$ cat config.mk
export PLATFORM = sky130hd
export DESIGN_NAME = sp_in_port
export DESIGN_NICKNAME = d
export VERILOG_FILES = /design/src/rtl/sp_in_pkg.sv /design/src/rtl/sp_in_sync.sv /design/src/rtl/sp_in_shifter.sv /design/src/rtl/sp_in_wr_stage.sv /design/src/rtl/sp_in_port.sv
export SDC_FILE = /design/constraint.sdc
export NUM_CORES = 1
export LEC_CHECK = 0
export ABC_AREA = 1
export ABC_CLOCK_PERIOD_IN_PS = 1300
export BUFFER_PORTS_ARGS = -buffer_cell sky130_fd_sc_hd__buf_2
export CAP_MARGIN = 15
export CORE_MARGIN = 2
export CORE_UTILIZATION = 35
export CTS_CLUSTER_SIZE = 25
export DETAILED_ROUTE_END_ITERATION = 12
export PLACE_DENSITY = 0.62
export SETUP_SLACK_MARGIN = 0.02
export SLEW_MARGIN = 30
export SYNTH_ARGS = -nofsm -noshare
export SYNTH_HDL_FRONTEND = slang
export SYNTH_SLANG_ARGS = --single-unit
$ cat constraint.sdc
create_clock -name clk_i -period 1.3 [get_ports clk_i]
set_input_delay 0 -clock clk_i [delete_from_list [all_inputs] [get_ports clk_i]]
set_output_delay 0 -clock clk_i [all_outputs]
set_load 0.03 [all_outputs]
$ cat src/rtl/sp_in_pkg.sv
package sp_in_pkg;
  parameter int unsigned WORD_W = 9;
  typedef logic [WORD_W-1:0] word_t;
endpackage

$ cat src/rtl/sp_in_sync.sv
// Brings serial clock and data into clk_i domain; emits one step per rising edge.
module sp_in_sync #(
  parameter int unsigned STAGES = 2
) (
  input  logic clk_i,
  input  logic rst_ni,
  input  logic ser_clk_i,
  input  logic ser_d_i,
  output logic step_o,
  output logic bit_o
);
  localparam int unsigned TOP = STAGES - 1;

  logic [TOP:0] clk_q, dat_q;
  logic         clk_last;

  generate
    if (STAGES == 1) begin : g_one
      always_ff @(posedge clk_i or negedge rst_ni) begin
        if (!rst_ni) begin
          clk_q <= '0;
          dat_q <= '0;
        end else begin
          clk_q <= ser_clk_i;
          dat_q <= ser_d_i;
        end
      end
    end else begin : g_many
      always_ff @(posedge clk_i or negedge rst_ni) begin
        if (!rst_ni) begin
          clk_q <= '0;
          dat_q <= '0;
        end else begin
          clk_q <= {clk_q[TOP-1:0], ser_clk_i};
          dat_q <= {dat_q[TOP-1:0], ser_d_i};
        end
      end
    end
  endgenerate

  always_ff @(posedge clk_i or negedge rst_ni) begin
    if (!rst_ni) clk_last <= 1'b0;
    else         clk_last <= clk_q[TOP];
  end

  assign step_o = clk_q[TOP] & ~clk_last;
  assign bit_o  = dat_q[TOP];
endmodule

$ cat src/rtl/sp_in_shifter.sv
// Marker shift register: all-zero = idle, a single leading 1 tracks bit count.
module sp_in_shifter
  import sp_in_pkg::*;
(
  input  logic  clk_i,
  input  logic  rst_ni,
  input  logic  hold_i,
  input  logic  step_i,
  input  logic  bit_i,
  input  logic  casc_i,
  output logic  done_o,
  output word_t word_o,
  output logic  busy_o,
  output logic  casc_o
);
  localparam int unsigned MSB = WORD_W - 1;

  word_t sr_q;
  logic  idle;

  assign idle   = (sr_q == '0);
  assign busy_o = ~idle;
  assign done_o = step_i & ~hold_i & sr_q[MSB];
  assign word_o = {sr_q[MSB-1:0], bit_i};

  always_ff @(posedge clk_i or negedge rst_ni) begin
    if (!rst_ni) begin
      sr_q   <= '0;
      casc_o <= 1'b0;
    end else if (hold_i) begin
      sr_q   <= '0;
      casc_o <= 1'b0;
    end else if (step_i) begin
      casc_o <= sr_q[MSB];
      if (idle) begin
        sr_q <= casc_i ? word_t'({1'b1, bit_i}) : '0;
      end else if (sr_q[MSB]) begin
        sr_q <= '0;
      end else begin
        sr_q <= {sr_q[MSB-1:0], bit_i};
      end
    end
  end
endmodule

$ cat src/rtl/sp_in_wr_stage.sv
// Selects the word source, applies the full check, registers the write.
module sp_in_wr_stage
  import sp_in_pkg::*;
(
  input  logic  clk_i,
  input  logic  rst_ni,
  input  logic  par_mode_i,
  input  logic  par_wr_i,
  input  word_t par_d_i,
  input  logic  ser_done_i,
  input  word_t ser_word_i,
  input  logic  full_i,
  output logic  wr_en_o,
  output word_t wr_data_o,
  output logic  ovf_o
);
  logic  cand;
  word_t cand_data;

  always_comb begin
    cand      = par_mode_i ? par_wr_i : ser_done_i;
    cand_data = par_mode_i ? par_d_i  : ser_word_i;
  end

  always_ff @(posedge clk_i or negedge rst_ni) begin
    if (!rst_ni) begin
      wr_en_o   <= 1'b0;
      ovf_o     <= 1'b0;
      wr_data_o <= '0;
    end else begin
      wr_en_o <= cand & ~full_i;
      ovf_o   <= cand & full_i;
      if (cand & ~full_i) wr_data_o <= cand_data;
    end
  end
endmodule

$ cat src/rtl/sp_in_port.sv
module sp_in_port
  import sp_in_pkg::*;
#(
  parameter int unsigned SYNC_STAGES = 2
) (
  input  logic              clk_i,
  input  logic              rst_ni,
  input  logic              par_mode_i,
  input  logic [WORD_W-1:0] par_d_i,
  input  logic              par_wr_i,
  input  logic              ser_clk_i,
  input  logic              ser_d_i,
  input  logic              casc_i,
  output logic              casc_o,
  input  logic              fifo_full_i,
  output logic              wr_en_o,
  output logic [WORD_W-1:0] wr_data_o,
  output logic              ovf_o
);
  logic  ser_step, ser_bit, ser_done, ser_busy;
  word_t ser_word;

  sp_in_sync #(.STAGES(SYNC_STAGES)) i_sync (
    .clk_i    (clk_i),
    .rst_ni   (rst_ni),
    .ser_clk_i(ser_clk_i),
    .ser_d_i  (ser_d_i),
    .step_o   (ser_step),
    .bit_o    (ser_bit)
  );

  sp_in_shifter i_shifter (
    .clk_i (clk_i),
    .rst_ni(rst_ni),
    .hold_i(par_mode_i),
    .step_i(ser_step),
    .bit_i (ser_bit),
    .casc_i(casc_i),
    .done_o(ser_done),
    .word_o(ser_word),
    .busy_o(ser_busy),
    .casc_o(casc_o)
  );

  sp_in_wr_stage i_wr (
    .clk_i     (clk_i),
    .rst_ni    (rst_ni),
    .par_mode_i(par_mode_i),
    .par_wr_i  (par_wr_i),
    .par_d_i   (par_d_i),
    .ser_done_i(ser_done),
    .ser_word_i(ser_word),
    .full_i    (fifo_full_i),
    .wr_en_o   (wr_en_o),
    .wr_data_o (wr_data_o),
    .ovf_o     (ovf_o)
  );
endmodule

; ---- Word-level counts from Yosys, hierarchy flattened
; Index checks and enable logic that the tools add are counted.
[classes]
bitwise_logic = 8
shifts = 0
n_reduce_logical = 2
mul = 0
addsub = 0
magnitude_cmp = 0
div_mod_pow = 0
mux = 9
n_eq_ne = 0
[ops]
columns = cell, n
row1 = $mux W9, 5
row2 = $logic_not A9 Y1, 1
row3 = $and A1 B1 Y1, 5
row4 = $mux W1, 3
row5 = $not A1 Y1, 3
row6 = $mux W2, 1
row7 = $reduce_bool A2 Y1, 1
[word_totals]
in_bits = 17
memories = 0
latch_bits = 0
ram_bits = 0
rom_bits = 0
out_inout_bits = 12
regBits = 26

; ---- Logic depth before layout (Yosys ltp)
[logic_depth]
ltp_word = 6
depth_mapped = 7

; ---- Modules after synthesis
; A second synthesis with hierarchy kept.
[unflattened]
hier_cells = 145
hier_area_um2 = 1251.2
[modules_own_cells]
columns = module, cells_each, n_inst, area_each_um2, seq_area_each_um2
row1 = sp_in_wr_stage, 80, 1, 604.3, 275.3
row2 = sp_in_shifter, 58, 1, 511.7, 250.2
row3 = sp_in_sync, 7, 1, 135.1, 125.1

; ---- Worst setup path before layout
; Ideal clock, no wire load.
[synth_timing]
kind = flip-flop to flip-flop
from = reg i_sync.clk_last
to = reg i_wr.wr_data_o[0]
stages_incl_launch_ff = 7
t_arrival_ns = 0.921
setup_ns = 0.118
setup_slack_ns = 0.262
cell_sequence = dfrtp_1 -> nor2_4 -> nand3_4 -> nand2_8 -> nand2_4 -> nand2_1 -> nand2_1
[synth_between]
elab_chain_len = 6
[synth_rtl]
columns = item, line_no
row1 = start: declaration, sp_in_sync.sv:15  ; logic clk_last;
row2 = start signal: assignment, sp_in_sync.sv:43  ; else clk_last <= clk_q[TOP];
row3 = $not A1 Y1, sp_in_sync.sv:46  ; assign step_o = clk_q[TOP] & ~clk_last;
row4 = $and A1 B1 Y1, sp_in_sync.sv:46
row5 = $and A1 B1 Y1 (2 in a row), sp_in_shifter.sv:23  ; assign done_o = step_i & ~hold_i & sr_q[MSB];
row6 = $mux W1, sp_in_wr_stage.sv:21  ; cand = par_mode_i ? par_wr_i : ser_done_i;
row7 = $and A1 B1 Y1, sp_in_wr_stage.sv:33  ; if (cand & ~full_i) wr_data_o <= cand_data;
row8 = end signal: assignment, sp_in_wr_stage.sv:33
row9 = end: declaration, sp_in_wr_stage.sv:14  ; output word_t wr_data_o,
; No other way between the ends.
; A chain may end at the register's enable or synchronous reset.

; ---- Worst setup path in the final report
[layout_timing]
from = reg i_sync.clk_last
to = reg i_shifter.sr_q[1]
[layout_between]
elab_chain_len = 3
[layout_rtl]
columns = item, line_no
row1 = $not A1 Y1, sp_in_sync.sv:46
row2 = $and A1 B1 Y1, sp_in_sync.sv:46
row3 = $reduce_bool A2 Y1 (no source line), --
row4 = end signal: assignment, sp_in_shifter.sv:36  ; sr_q <= casc_i ? word_t'({1'b1, bit_i}) : '0;
row5 = end signal: assignment, sp_in_shifter.sv:40  ; sr_q <= {sr_q[MSB-1:0], bit_i};
row6 = end: declaration, sp_in_shifter.sv:18  ; word_t sr_q;
; No other way between the ends.

==> flow_summary_export.csv <==
group,metric,value,unit
status,outcome,"finished clean",
global_route,grt_usage,0.138,
clocking,cts_setup_buffers,0,
drt,avgRoutedWirePerCell,10.5,µm
synthesis,yosys-top-cells-area,"dfrtp_1, nand2_1, nand3_1",
synthesis,ys_seq_area_frac,0.575,
power_and_ir_drop,cell_internal_pwr,1.26,mW
floorplan,num_rows,20,
final_layout,diodes,0,
global_route,grt_max_degree,27,
worst_setup_path,cp_max_fo,7,
floorplan,die_height,60.8,µm
synthesis,syn_area,0.00113,mm²
sta,skew,10.3,ps
drt,drc,0,
sta,finalMaxSlewViolations,0,
drt,vias,917,
place,dp_hpwl,1640,µm
final_layout,nNetsFinal,178,
worst_setup_path,critPathCaptureType,"register",
global_route,grt-ovfl-total,0,
clocking,cts_tree,"yes",
synthesis,syn_nets,143,
clocking,clock_sinks,26,
worst_hold_path,hold_path_class,"input port to register",
power_and_ir_drop,power_leakage,0.769,nW
sta,fmax,872,MHz
floorplan,initial_core_util,0.370,
place,port_buffers,28,
synthesis,avgSynthCellArea,8.98,µm²
global_route,grt_pass1_vias,905,
floorplan,die_x,60.8,µm
global_route,grt_pass1_wl,3770,µm
drt,drtAntennaViolNets,0,
global_route,antenna_found_initial,0,
clocking,cts_made_buffers,3,
floorplan,core_area,0.00305,mm²
clocking,insertion_delay,320,ps
sta,fin_setup_tns,0,ps
power_and_ir_drop,switching_share,0.265,
worst_setup_path,start_kind,"register",
power_and_ir_drop,pwr_density_cell,1220,mW/mm²
sta,hold_viol,0,
power_and_ir_drop,power_frac_seq,0.516,
sta,worstMarginPinSlew,558,ps
final_layout,drive_above_1_share,0.250,
power_and_ir_drop,clkPwrFrac,0.318,
clocking,post_cts_resized,0,
worst_setup_path,required,1520,ps
sta,finalCritPeriodShare,0.882,
clocking,clkTransAtPathRegs,140,ps
power_and_ir_drop,switchingPower,455,µW
place,gp_congestion,0.773,
final_layout,area_growth,24.4,%
synthesis,synth_seq_cells,26,
final_layout,fin_util,0.461,
clocking,htreeDepth,1,
floorplan,boundaryPins,29,
floorplan,die_area,0.00370,mm²
sta,rsz0062_at_grt,"no",
drt,wl,2140,µm
drt,drtIter0Drc,34,
synthesis,synth_cells,126,
worst_setup_path,crit_type,"register to register",
drt,firstDrtPassIters,4,
synthesis,synth_top_cell_by_area,"dfrtp_1",
final_layout,final_cells,204,
sta,period_needed,1150,ps
sta,worst_hold_slack,10.4,ps
clocking,clk_path_buf_depth,2,
drt,vias_per_cell,4.50,
synthesis,synth.top_cell.area_share,0.575,
synthesis,ys_warn_count,0,
synthesis,synth.distinct_cells,18,
power_and_ir_drop,peakVddDrop,0.000431,V
worst_setup_path,cp_data_arrival_time,1370,ps
clocking,cts_root_buffer,"clkbuf_4",
place,dp_cells,195,
sta,slew_headroom,0.628,
power_and_ir_drop,power_frac_comb,0.166,
sta,setup_viol,0,
run,maxCapViolations,0,
logic make-up after synthesis:
| kind of cell | Yosys count | share of synthesized area |
|---|---|---|
| and+or+nand+nor | 67 | 0.282 |
| DFF | 26 | 0.575 |
| buffers and inverters | 18 | 0.0708 |
| AOI/OAI and AO/OA | 15 | 0.0719 |
power by group through the flow:
stage          clock (mW)  combinational [mW]  sequential (mW)
3_3_place_gp            0               0.276            0.900
5_1_grt             0.601               0.321            0.894
6_report            0.546               0.286            0.887
3_5_place_dp            0               0.278            0.904
4_1_cts             0.571               0.291            0.888
2_1_floorplan           0               0.101            0.984
registers in the layout, summed over array words and instances (netlist names):
signal,count
i_sync.dat_q,2
i_wr.wr_data_o,9
i_sync.clk_q,2
i_wr.wr_en_o,1
i_shifter.casc_o,1
i_sync.clk_last,1
i_shifter.sr_q,9
i_wr.ovf_o,1
through the flow:
stage | setup WS [ps] | area (µm²) | total power, mW
detailed placement | 167 | 1310 | 1.18
global placement | 181 | 1310 | 1.18
global route | 27.0 | 1410 | 1.82
finish | 153 | 1410 | 1.72
CTS | 146 | 1410 | 1.75
floorplan | 262 | 1130 | 1.08
cell type report:
class | count | area (µm²)
inverter | 15 | 58.8
multi-input combinational | 82 | 400
tap | 44 | 55.1
timing repair buffer | 33 | 190
clock buffer | 3 | 22.5
clock inverter | 1 | 30.0
fill | 319 | 1650
sequential | 26 | 651
cells in the mapped netlist (all sizes together):
cell,number
a21oi,1
buf,3
dfrtp,26
inv,15
nand2,48
nand3,13
nor2,6
o21ai,9
o22ai,5
worst max-delay path, cell delays in order (launching register included):
cell and delay, ps:
dfrtp_1 420, nor2_4 160, inv_1 60, nand2_1 180
inv_1 100, nand2_1 70, nand2_1 50
routing by layer:
layer | global-route usage | vias up | share of wire
met3 | 0.0277 | 5 | 0.054
met5 | 0 | - | 0
li1 | - | 464 | -
met1 | 0.167 | 419 | 0.44
met2 | 0.241 | 29 | 0.49
met4 | 0.0559 | 0 | 0.014
path summary, 6_finish.rpt:
path / from / endpoint / slack (ps) / cells after the start
hold / removal: par_d_i[4] / i_wr.wr_data_o[4] / 10 / 5
min in group asynchronous: rst_ni / i_wr.wr_data_o[5] / 190 / 2
hold reg to reg: i_sync.dat_q[0] / i_sync.dat_q[1] / 370 / 0
setup reg to reg: i_sync.clk_last / i_shifter.sr_q[1] / 150 / 6
setup / recovery: i_sync.clk_last / i_shifter.sr_q[1] / 150 / 6
max in group asynchronous: rst_ni / i_sync.dat_q[0] / 740 / 2
placed cells by master (no fill, tap or decap), types with 3 or more instances in the layout:
cell           count
nand2_1           45
buf_2             28
dfrtp_1           26
inv_1             13
nand3_1           11
o21ai_0            9
o22ai_1            5
nor2_1             5
dlygate4sd3_1      5
clkbuf_4           3
repair_timing:
item	CTS	global route
hold endpoints to repair	30	0
hold buffers	5	0
setup endpoints to repair	0	0
(Power assumes the default switching activity.)
